**config.mk**
```make
export PLATFORM = sky130hd
export DESIGN_NAME = cmp_timer
export DESIGN_NICKNAME = d
export VERILOG_FILES = /design/src/rtl/cmp_timer_pkg.sv /design/src/rtl/cmp_timer_regs.sv /design/src/rtl/cmp_timer_count.sv /design/src/rtl/cmp_timer_wave.sv /design/src/rtl/cmp_timer.sv
export SDC_FILE = /design/constraint.sdc
export NUM_CORES = 1
export LEC_CHECK = 0
export BUFFER_PORTS_ARGS = -buffer_cell sky130_fd_sc_hd__buf_2
export CORE_ASPECT_RATIO = 1.25
export CORE_MARGIN = 5
export CORE_UTILIZATION = 45
export CTS_CLUSTER_DIAMETER = 30
export DETAILED_ROUTE_END_ITERATION = 10
export PLACE_DENSITY_LB_ADDON = 0.12
export RECOVER_POWER = 50
export SLEW_MARGIN = 20
export SYNTH_ARGS = -nofsm -noshare
export SYNTH_HDL_FRONTEND = slang
export SYNTH_SLANG_ARGS = --single-unit
```
**constraint.sdc**
```tcl
create_clock -name clk -period 2.3 [get_ports clk]
set_input_delay 0.46 -clock clk [delete_from_list [all_inputs] [get_ports clk]]
set_output_delay 0.46 -clock clk [all_outputs]
set_load 0.1 [all_outputs]
```
**src/rtl/cmp_timer_pkg.sv**
```systemverilog
package cmp_timer_pkg;

  typedef enum logic [1:0] {
    MD_NORMAL = 2'b00,
    MD_PHASE  = 2'b01,
    MD_CTC    = 2'b10,
    MD_FAST   = 2'b11
  } tmode_e;

  typedef enum logic [1:0] {
    WO_OFF    = 2'b00,
    WO_TOGGLE = 2'b01,
    WO_CLEAR  = 2'b10,
    WO_SET    = 2'b11
  } wact_e;

  localparam logic [1:0] A_CTRL  = 2'd0;
  localparam logic [1:0] A_COUNT = 2'd1;
  localparam logic [1:0] A_CMP   = 2'd2;
  localparam logic [1:0] A_FLAG  = 2'd3;

  function automatic logic is_pwm(input tmode_e m);
    return (m == MD_PHASE) || (m == MD_FAST);
  endfunction

  function automatic logic act_apply(input wact_e a, input logic cur);
    case (a)
      WO_TOGGLE: return ~cur;
      WO_CLEAR:  return 1'b0;
      WO_SET:    return 1'b1;
      default:   return cur;
    endcase
  endfunction

endpackage

```
**src/rtl/cmp_timer_regs.sv**
```systemverilog
module cmp_timer_regs
  import cmp_timer_pkg::*;
#(
  parameter int W = 8
) (
  input  logic         clk,
  input  logic         rst,
  input  logic [1:0]   addr,
  input  logic         wr,
  input  logic [W-1:0] wdata,
  input  logic [W-1:0] cnt_in,
  input  logic         match_ev,
  input  logic         ovf_ev,
  output tmode_e       mode_o,
  output wact_e        act_o,
  output logic [W-1:0] buf_o,
  output logic         cnt_wr_o,
  output logic         cmp_wr_o,
  output logic         force_o,
  output tmode_e       force_mode_o,
  output wact_e        force_act_o,
  output logic         cmp_flag_o,
  output logic         ovf_flag_o,
  output logic [W-1:0] rdata_o
);

  localparam int FORCE_BIT = W - 1;
  localparam int PAD_CTRL  = W - 4;
  localparam int PAD_FLAG  = W - 2;

  tmode_e       mode_q;
  wact_e        act_q;
  logic [W-1:0] buf_q;
  logic         cmp_f, ovf_f;
  logic [W-1:0] rdata_q;
  logic         ctrl_wr, flag_wr;
  logic [W-1:0] rd_mux;

  assign ctrl_wr      = wr && (addr == A_CTRL);
  assign flag_wr      = wr && (addr == A_FLAG);
  assign cnt_wr_o     = wr && (addr == A_COUNT);
  assign cmp_wr_o     = wr && (addr == A_CMP);
  assign force_o      = ctrl_wr && wdata[FORCE_BIT];
  assign force_mode_o = tmode_e'(wdata[1:0]);
  assign force_act_o  = wact_e'(wdata[3:2]);

  always_comb begin
    case (addr)
      A_CTRL:  rd_mux = {{PAD_CTRL{1'b0}}, act_q, mode_q};
      A_COUNT: rd_mux = cnt_in;
      A_CMP:   rd_mux = buf_q;
      default: rd_mux = {{PAD_FLAG{1'b0}}, ovf_f, cmp_f};
    endcase
  end

  always_ff @(posedge clk) begin
    if (rst) begin
      mode_q  <= MD_NORMAL;
      act_q   <= WO_OFF;
      buf_q   <= '0;
      cmp_f   <= 1'b0;
      ovf_f   <= 1'b0;
      rdata_q <= '0;
    end else begin
      if (ctrl_wr) begin
        mode_q <= tmode_e'(wdata[1:0]);
        act_q  <= wact_e'(wdata[3:2]);
      end
      if (cmp_wr_o) buf_q <= wdata;
      cmp_f   <= match_ev | (cmp_f & ~(flag_wr & wdata[0]));
      ovf_f   <= ovf_ev   | (ovf_f & ~(flag_wr & wdata[1]));
      rdata_q <= rd_mux;
    end
  end

  assign mode_o     = mode_q;
  assign act_o      = act_q;
  assign buf_o      = buf_q;
  assign cmp_flag_o = cmp_f;
  assign ovf_flag_o = ovf_f;
  assign rdata_o    = rdata_q;

  AST_CMP_FLAG_SET: assert property (@(posedge clk) disable iff (rst)
    match_ev |=> cmp_f);
  AST_FORCE_QUIET: assert property (@(posedge clk) disable iff (rst)
    (force_o && !match_ev && !cmp_f) |=> !cmp_f);
  AST_FORCE_READS_ZERO: assert property (@(posedge clk) disable iff (rst)
    (addr == A_CTRL) |=> !rdata_q[FORCE_BIT]);

endmodule

```
**src/rtl/cmp_timer_count.sv**
```systemverilog
module cmp_timer_count
  import cmp_timer_pkg::*;
#(
  parameter int W = 8
) (
  input  logic         clk,
  input  logic         rst,
  input  tmode_e       mode,
  input  logic         cnt_wr,
  input  logic         cmp_wr,
  input  logic [W-1:0] wdata,
  input  logic [W-1:0] cmp_buf,
  output logic [W-1:0] cnt_o,
  output logic         match_o,
  output logic         ovf_o,
  output logic         bottom_o,
  output logic         rising_o
);

  localparam logic [W-1:0] CNT_MAX = '1;
  localparam logic [W-1:0] CNT_MIN = '0;
  localparam logic [W-1:0] CNT_ONE = W'(1);

  logic [W-1:0] cnt_q, act_q, nxt;
  logic         dn_q, blk_q, ndn, upd;
  logic         at_top, at_bot;

  assign at_top = (cnt_q == CNT_MAX);
  assign at_bot = (cnt_q == CNT_MIN);

  always_comb begin
    match_o  = (cnt_q == act_q) && !cnt_wr && !blk_q;
    nxt      = cnt_q + CNT_ONE;
    ndn      = 1'b0;
    ovf_o    = 1'b0;
    bottom_o = 1'b0;
    upd      = 1'b0;
    case (mode)
      MD_NORMAL: ovf_o = at_top;
      MD_CTC: begin
        ovf_o = at_top;
        if (match_o) nxt = CNT_MIN;
      end
      MD_FAST: begin
        ovf_o    = at_top;
        bottom_o = at_top;
        upd      = at_top;
      end
      default: begin
        if (!dn_q) begin
          upd = at_top;
          ndn = at_top;
          if (at_top) nxt = CNT_MAX - CNT_ONE;
        end else begin
          ovf_o = at_bot;
          ndn   = !at_bot;
          nxt   = at_bot ? CNT_ONE : (cnt_q - CNT_ONE);
        end
      end
    endcase
    if (cnt_wr) begin
      nxt      = wdata;
      ndn      = dn_q;
      ovf_o    = 1'b0;
      bottom_o = 1'b0;
      upd      = 1'b0;
    end
  end

  assign rising_o = at_bot || (!dn_q && !at_top);

  always_ff @(posedge clk) begin
    if (rst) begin
      cnt_q <= '0;
      act_q <= '0;
      dn_q  <= 1'b0;
      blk_q <= 1'b0;
    end else begin
      cnt_q <= nxt;
      dn_q  <= ndn;
      blk_q <= cnt_wr;
      if (!is_pwm(mode)) act_q <= cmp_wr ? wdata : cmp_buf;
      else if (upd)      act_q <= cmp_buf;
    end
  end

  assign cnt_o = cnt_q;

  AST_NORMAL_STEP: assert property (@(posedge clk) disable iff (rst)
    (mode == MD_NORMAL && !cnt_wr) |=> cnt_q == $past(cnt_q) + CNT_ONE);
  AST_CTC_RESTART: assert property (@(posedge clk) disable iff (rst)
    (mode == MD_CTC && match_o) |=> cnt_q == CNT_MIN);
  AST_TOP_TURN: assert property (@(posedge clk) disable iff (rst)
    (mode == MD_PHASE && !dn_q && at_top && !cnt_wr) |=> (dn_q && cnt_q == CNT_MAX - CNT_ONE));

endmodule

```
**src/rtl/cmp_timer_wave.sv**
```systemverilog
module cmp_timer_wave
  import cmp_timer_pkg::*;
(
  input  logic   clk,
  input  logic   rst,
  input  tmode_e mode,
  input  wact_e  act,
  input  logic   match,
  input  logic   bottom,
  input  logic   rising,
  input  logic   force_p,
  input  tmode_e force_mode,
  input  wact_e  force_act,
  output logic   wave_o
);

  logic wave_q, nxt, pwm_on;

  assign pwm_on = (act == WO_CLEAR) || (act == WO_SET);

  always_comb begin
    nxt = wave_q;
    if (force_p && !is_pwm(force_mode)) begin
      nxt = act_apply(force_act, wave_q);
    end else begin
      case (mode)
        MD_FAST: begin
          if (pwm_on) begin
            if (bottom)     nxt = (act == WO_CLEAR);
            else if (match) nxt = (act == WO_SET);
          end
        end
        MD_PHASE: begin
          if (pwm_on && match) nxt = rising ? (act == WO_SET) : (act == WO_CLEAR);
        end
        default: begin
          if (match) nxt = act_apply(act, wave_q);
        end
      endcase
    end
  end

  always_ff @(posedge clk) begin
    if (rst) wave_q <= 1'b0;
    else     wave_q <= nxt;
  end

  assign wave_o = wave_q;

  AST_TOGGLE_FLIP: assert property (@(posedge clk) disable iff (rst)
    (!force_p && !is_pwm(mode) && act == WO_TOGGLE && match) |=> wave_q != $past(wave_q));
  AST_FAST_SET_BOTTOM: assert property (@(posedge clk) disable iff (rst)
    (!force_p && mode == MD_FAST && act == WO_CLEAR && bottom) |=> wave_q);

endmodule

```
**src/rtl/cmp_timer.sv**
```systemverilog
module cmp_timer
  import cmp_timer_pkg::*;
#(
  parameter int W = 8
) (
  input  logic         clk,
  input  logic         rst,
  input  logic [1:0]   reg_addr,
  input  logic         reg_wr,
  input  logic [W-1:0] reg_wdata,
  output logic [W-1:0] reg_rdata,
  input  logic         dir_en,
  output logic         wave_out,
  output logic         wave_ovr,
  output logic         pin_oe,
  output logic         cmp_flag,
  output logic         ovf_flag
);

  tmode_e       mode, force_mode;
  wact_e        act, force_act;
  logic [W-1:0] cmp_buf, cnt;
  logic         cnt_wr, cmp_wr, force_p;
  logic         match, ovf, bottom, rising;
  logic         oe_q;

  cmp_timer_regs #(.W(W)) u_regs (
    .clk(clk), .rst(rst), .addr(reg_addr), .wr(reg_wr), .wdata(reg_wdata),
    .cnt_in(cnt), .match_ev(match), .ovf_ev(ovf),
    .mode_o(mode), .act_o(act), .buf_o(cmp_buf),
    .cnt_wr_o(cnt_wr), .cmp_wr_o(cmp_wr),
    .force_o(force_p), .force_mode_o(force_mode), .force_act_o(force_act),
    .cmp_flag_o(cmp_flag), .ovf_flag_o(ovf_flag), .rdata_o(reg_rdata)
  );

  cmp_timer_count #(.W(W)) u_count (
    .clk(clk), .rst(rst), .mode(mode), .cnt_wr(cnt_wr), .cmp_wr(cmp_wr),
    .wdata(reg_wdata), .cmp_buf(cmp_buf), .cnt_o(cnt), .match_o(match),
    .ovf_o(ovf), .bottom_o(bottom), .rising_o(rising)
  );

  cmp_timer_wave u_wave (
    .clk(clk), .rst(rst), .mode(mode), .act(act), .match(match),
    .bottom(bottom), .rising(rising), .force_p(force_p),
    .force_mode(force_mode), .force_act(force_act), .wave_o(wave_out)
  );

  assign wave_ovr = (act != WO_OFF);

  always_ff @(posedge clk) begin
    if (rst) oe_q <= 1'b0;
    else     oe_q <= wave_ovr && dir_en;
  end

  assign pin_oe = oe_q;

endmodule

```
Word-level counts from Yosys, hierarchy flattened

Cells that the tools add are included.

$add $sub $neg: 2
Equality and inequality tests: 21
Mux-type cells: 30
Bitwise logic cells: 9
Reductions and logical operators: 31

Operators with widths:

| operator                                                           | number |
|---|---|
| 8-bit 2-to-1 mux                                                   | 8 |
| 8-bit one-hot mux with 3 select lines                              | 1 |
| 2-bit == test, second input constant                               | 9 |
| 1-bit 2-to-1 mux                                                   | 16 |
| 8-bit one-hot mux with 2 select lines                              | 1 |
| 1-bit logical AND                                                  | 11 |
| 2-bit by 1-bit == test with 1-bit output, second input constant    | 5 |
| 8-bit by 1-bit adder with 8-bit output, second input constant      | 1 |
| 8-bit == test                                                      | 1 |
| 8-bit == test, second input constant                               | 1 |
| 8-bit zero test                                                    | 1 |
| 8-bit by 1-bit subtractor with 8-bit output, second input constant | 1 |
| 1-bit zero test                                                    | 6 |
| 3-bit by 1-bit != test with 1-bit output, second input constant    | 2 |
| 1-bit one-hot mux with 3 select lines                              | 2 |
| 6-bit AND reduction                                                | 1 |
| 6-bit nonzero test                                                 | 1 |
| 1-bit bitwise AND                                                  | 4 |
| 2-bit zero test                                                    | 2 |
| 1-bit logical OR                                                   | 4 |
| 4-bit by 3-bit != test with 1-bit output, second input constant    | 1 |
| 4-bit != test, second input constant                               | 1 |
| 1-bit one-hot mux with 2 select lines                              | 2 |
| 4-bit nonzero test                                                 | 1 |
| 6 further kinds                                                    | 10 |

Bits in registers: 42
Output and inout bits: 13
Logic and storage cells: 105

Depth between registers and ports, before layout

Word-level depth: 10
Gate-level depth with buffers: 8

Modules after synthesis

A second synthesis with hierarchy kept.

Cells, all modules: 309
Area, all modules: 2740.1 um^2

Modules (own cells, without submodules):

| module          | instances | cells an instance | area an instance (um^2) | sequential area each (um^2) |
|---|---|---|---|---|
| cmp_timer_count | 1         | 185               | 1532.7                  | 360.3 |
| cmp_timer_regs  | 1         | 100               | 1019.7                  | 440.4 |
| cmp_timer_wave  | 1         | 21                | 152.6                   | 20.0 |
| cmp_timer       | 1         | 3                 | 35.0                    | 20.0 |

Worst setup path before layout

Ideal clock, no wire load.

Path type: register -> register
From: register u_count.cnt_q[0], in the netlist u_count.cnt_o[0]
To: register u_wave.wave_q, in the netlist u_wave.wave_o
Library setup time: 0.117 ns
Arrival time: 1.977 ns
Required time: 2.183 ns
Setup slack: 0.205 ns
Stages on the path, launching flop included: 9
Buffers on the path: 1
Clock period less this slack: 2.095 ns
Path through: dfxtp_1 > inv_1 > ha_1 > or3b_2 > or2_1 > buf_6 > xor2_1 > a211o_1 > a32o_1

Word-level cells in the longest chain between the ends: 8

Ends and longest elaborated chain:

| item                                  | line                  | text |
|---|---|---|
| start: declaration                    | cmp_timer_count.sv:24 | `logic [W-1:0] cnt_q, act_q, nxt;` |
| start signal: assignment              | cmp_timer_count.sv:79 | `cnt_q <= nxt;` |
| 8-bit == test                         | cmp_timer_count.sv:28 | `assign at_top = (cnt_q == CNT_MAX);` |
| 1-bit zero test                       | cmp_timer_count.sv:70 | `assign rising_o = at_bot \|\| (!dn_q && !at_top);` |
| 1-bit logical AND                     | cmp_timer_count.sv:70 |  |
| 1-bit logical OR                      | cmp_timer_count.sv:70 |  |
| 1-bit 2-to-1 mux (2 in series)        | cmp_timer_wave.sv:34  | `if (pwm_on && match) nxt = rising ? (act == WO_SET) : (act == WO_CLEAR);` |
| 1-bit one-hot mux with 2 select lines | cmp_timer_wave.sv:26  | `case (mode)` |
| 1-bit 2-to-1 mux                      | cmp_timer_wave.sv:23  | `if (force_p && !is_pwm(force_mode)) begin` |
| end signal: assignment                | cmp_timer_wave.sv:45  | `else wave_q <= nxt;` |
| end: declaration                      | cmp_timer_wave.sv:17  | `logic wave_q, nxt, pwm_on;` |

Parallel ways exist; a longest one is shown, timed or not. The select of a mux whose other input is x is not followed.
A chain may end at the register's enable or synchronous reset.

Final worst setup path

From: register u_count.cnt_q[1], in the netlist u_count.cnt_o[1]
To: register u_count.cnt_q[4], in the netlist u_count.cnt_o[4]

Word-level cells in the longest chain between the ends: 6

Ends and longest elaborated chain:

| item                                                                           | line                  | text |
|---|---|---|
| branches (longest 4 deep; another with 8-bit by 1-bit adder with 8-bit output) | --                    |  |
| 8-bit one-hot mux with 2 select lines *                                        | cmp_timer_count.sv:38 | `case (mode)` |
| 8-bit 2-to-1 mux *                                                             | cmp_timer_count.sv:61 | `if (cnt_wr) begin` |

Mark *: on every way between the ends.

==> reports/qor.txt <==
Total CTS buffers: 5
Die width: 75.8 um
Number of clock sinks seen by CTS: 42
Met2 routed wirelength: 3430 um
Path type of the worst setup path: reg -> reg
Global route total overflow: 0
Type of the worst min-delay path: in -> reg
Number of flip-flops and latches in the synthesized netlist: 42
Top_reg_cell synth: sky130_fd_sc_hd__dfxtp_1
Placer Congestion: 0.842
Portion of the clock cycle consumed by the worst path in the final layout: 89.0%
Floorplan die height: 92.2 um
Vias post-DR: 2328
Share of the synthesized area in the top cell type: 34.5%
Residual DRC count: 0
Vias per cell: 5.83
Wire length per cell after detailed routing: 17.4 um
Number of endpoints failing setup at the final stage: 0
Number of slew-limit violations in the final report: 0
Register area share after synthesis: 34.5%
Share of final-layout standard cells stronger than drive strength 1: 18.8%
Storage element area: 841 sq um
Slew at the pin closest to its max-slew limit: 1.17 ns
Clk_lat worst skew: 0.29 ns
Share of power burned in the clock network: 32.6%
Switch share: 30.6%
Met1 Wirelength: 2890 um
Number of detailed-routing iterations run before antenna repair: 5
Synth top area cells: sky130_fd_sc_hd__dfxtp_1 (35%), sky130_fd_sc_hd__a21oi_1 (6.2%), sky130_fd_sc_hd__nor2_1 (5.5%), sky130_fd_sc_hd__xor2_1 (4.7%), sky130_fd_sc_hd__a22oi_1 (4.0%)
Post-detailed-routing wire length: 6930 um
Setup clock skew after layout: 0.00465 ns
Reported leakage power: 0.00115 uW
Most frequent cells after synthesis: sky130_fd_sc_hd__dfxtp_1 (42), sky130_fd_sc_hd__nor2_1 (36), sky130_fd_sc_hd__a21oi_1 (30)
Root cell of the clock tree: sky130_fd_sc_hd__clkbuf_8
Number of instances in the synthesized netlist: 301
Overall routing resource usage: 21.2%
Total of cells resized after clock tree synthesis: 0
Final-stage net count: 355
Number of H-tree levels: 2
Number of buffers between clock root and the deepest sink: 2
Logic pwr share: 23.3%
Antenna violations before repair: 0
Largest area contributor in the synthesized netlist: sky130_fd_sc_hd__dfxtp_1
Critical path required time: 2.43 ns
Clock-pin transition on the worst setup and hold timing paths: 0.08 ns
Hold Fails Final Rpt: 0
DPL Wire Length: 5070 um
Most frequent cell after synthesis: sky130_fd_sc_hd__dfxtp_1
Max-capacitance violation count: 0
Maximum net fanout on the critical path: 4
Worst rel slew slack: 22.4%
Global-route wire length before repair: 11200 um
Status: finished, final reports clean
Maximum clock frequency: 488 MHz
Post-synthesis cell area: 2430 sq um
Filler Cell Count: 537
Kind of start point of the critical path: flip-flop
Power dissipated by switching net loads: 548 uW
Largest net degree at the start of global routing: 25
Syn nets: 322
Async set-reset flop share out of synthesis: 0%
Final core utilization: 52.8%
Critical Path End Type: flip-flop
Area of the placeable core: 5330 sq um
Total negative setup slack: 0 ns
Part of the power in registers: 44.0%
Post-route ant nets: 0
Area taken by multi-input logic gates: 1450 sq um
Count of synthesis-stage warnings from yosys: 0
Worst Path Arrival: 2.18 ns
Top layer in use: met4
Post-route cell area: 2810 sq um
Distinct cell type count of the synthesized netlist: 47
EDFF count, synth: 0
Die outline area: 6990 sq um
Rows: 30
Synth Area per Inst: 8.09 sq um
Number of global-route vias before repair: 2163
Placed Instance Area: 2710 sq um
Ports placed on the boundary: 27
Power density of the placed cells: 635 nW/um^2
Internal Dissipation: 1240 uW
Final min period: 2.05 ns
Number of hold-repair buffers added at the cts stage: 0
Met3 wirelength from detailed routing: 406 um
Number of inserted diodes: 0
Starting density of the core: 45.7%
I/O Buffers: 26
RSZ-0062 raised after global routing: false
Peak supply drop: 0.000452 V
Number of buffers added for setup after CTS: 0
TritonCTS clock tree: built
Synthesis-to-layout area growth: 15.5%
Worst setup slack for register-to-register paths: 0.25 ns
Violation count after the first detailed-routing iteration: 190
## cell type report
cell class	count	share of cell area, %
clock buffer	6	2.58
sequential	42	29.9
timing repair buffer	50	10.7
tap	64	2.85
multi-input combinational	226	51.5
clock inverter	2	1.33
inverter	9	1.20
## metrics by stage
step,power (uW),worst slack [ns],instances,hold slack (ns)
4_1_cts,1800,0.256,399,0.401
6_report,1790,0.253,399,0.407
3_3_place_gp,1220,0.286,391,0.463
5_1_grt,1880,0.0887,399,0.396
3_5_place_dp,1220,0.276,391,0.469
2_1_floorplan,1100,0.205,301,0.446
## state kept, by name (all words and copies together) (netlist names)
| name | count |
|---|---|
| u_count.dn_q | 1 |
| u_count.cnt_o | 8 |
| u_regs.cmp_flag_o | 1 |
| u_regs.mode_o | 2 |
| u_count.blk_q | 1 |
| u_regs.act_o | 2 |
| u_wave.wave_o | 1 |
| u_regs.buf_o | 8 |
| u_regs.ovf_flag_o | 1 |
| pin_oe | 1 |
| u_count.act_q | 8 |
| u_regs.rdata_o | 8 |
## critical path: stages (launching register included)
cell and delay [ns]:
sky130_fd_sc_hd__dfxtp_1 0.33, sky130_fd_sc_hd__inv_1 0.07, sky130_fd_sc_hd__ha_1 0.15, sky130_fd_sc_hd__or3b_2 0.45
sky130_fd_sc_hd__o21ai_0 0.43, sky130_fd_sc_hd__o22ai_1 0.16, sky130_fd_sc_hd__a21oi_1 0.20, sky130_fd_sc_hd__a211oi_1 0.09
## cells in the final DEF (no fill, tap or decap), types with 2 or more instances in the layout
cell type and n:
sky130_fd_sc_hd__and3b_1 2, sky130_fd_sc_hd__a211oi_1 8, sky130_fd_sc_hd__mux2i_1 6, sky130_fd_sc_hd__nand3_1 14, sky130_fd_sc_hd__xnor2_1 7, sky130_fd_sc_hd__or2_2 4
sky130_fd_sc_hd__nor3_1 2, sky130_fd_sc_hd__nand4_1 3, sky130_fd_sc_hd__inv_1 9, sky130_fd_sc_hd__xor2_1 13, sky130_fd_sc_hd__ha_1 7, sky130_fd_sc_hd__nor2b_1 6
sky130_fd_sc_hd__o22ai_1 6, sky130_fd_sc_hd__a22oi_1 13, sky130_fd_sc_hd__o21ai_0 5, sky130_fd_sc_hd__buf_4 23, sky130_fd_sc_hd__o21a_1 2, sky130_fd_sc_hd__or2_1 2
sky130_fd_sc_hd__clkbuf_1 7, sky130_fd_sc_hd__nand2_1 25, sky130_fd_sc_hd__nor2_1 36, sky130_fd_sc_hd__nor4_1 2, sky130_fd_sc_hd__nand3b_1 4, sky130_fd_sc_hd__dfxtp_1 42
sky130_fd_sc_hd__mux4_2 2, sky130_fd_sc_hd__o211ai_1 9, sky130_fd_sc_hd__clkbuf_8 5, sky130_fd_sc_hd__buf_2 20, sky130_fd_sc_hd__a21oi_1 30
## power by group through the flow
stage / Combinational, uW / Clock, uW / Sequential, uW
after floorplan: 246 / 0 / 855
after global placement: 416 / 0 / 804
after detailed placement: 416 / 0 / 805
after CTS: 418 / 599 / 788
after global routing: 455 / 633 / 793
final: 417 / 583 / 787
## per-layer routing
layer | track usage [%] | vias to the layer above
met1 | 29.0 | 1097
met5 | 0 | -
met4 | 8.16 | 0
met3 | 3.73 | 20
li1 | - | 1135
met2 | 32.4 | 76
## worst paths after layout
check                     end  depth (start not counted)        startpoint
max          u_count.cnt_o[4]                          7  u_count.cnt_o[1]
min                    pin_oe                          2            dir_en
max reg2reg  u_count.cnt_o[4]                          7  u_count.cnt_o[1]
min reg2reg   u_regs.buf_o[4]                          2   u_regs.buf_o[4]
## logic make-up after synthesis
logic type	synth area share, %
simple gates	21.7
compound gates	22.1
flops	34.5
buf+inv	6.01
xor+xnor	7.19
mux	4.78
fa+ha+maj	3.60
(Power assumes the default switching activity.)
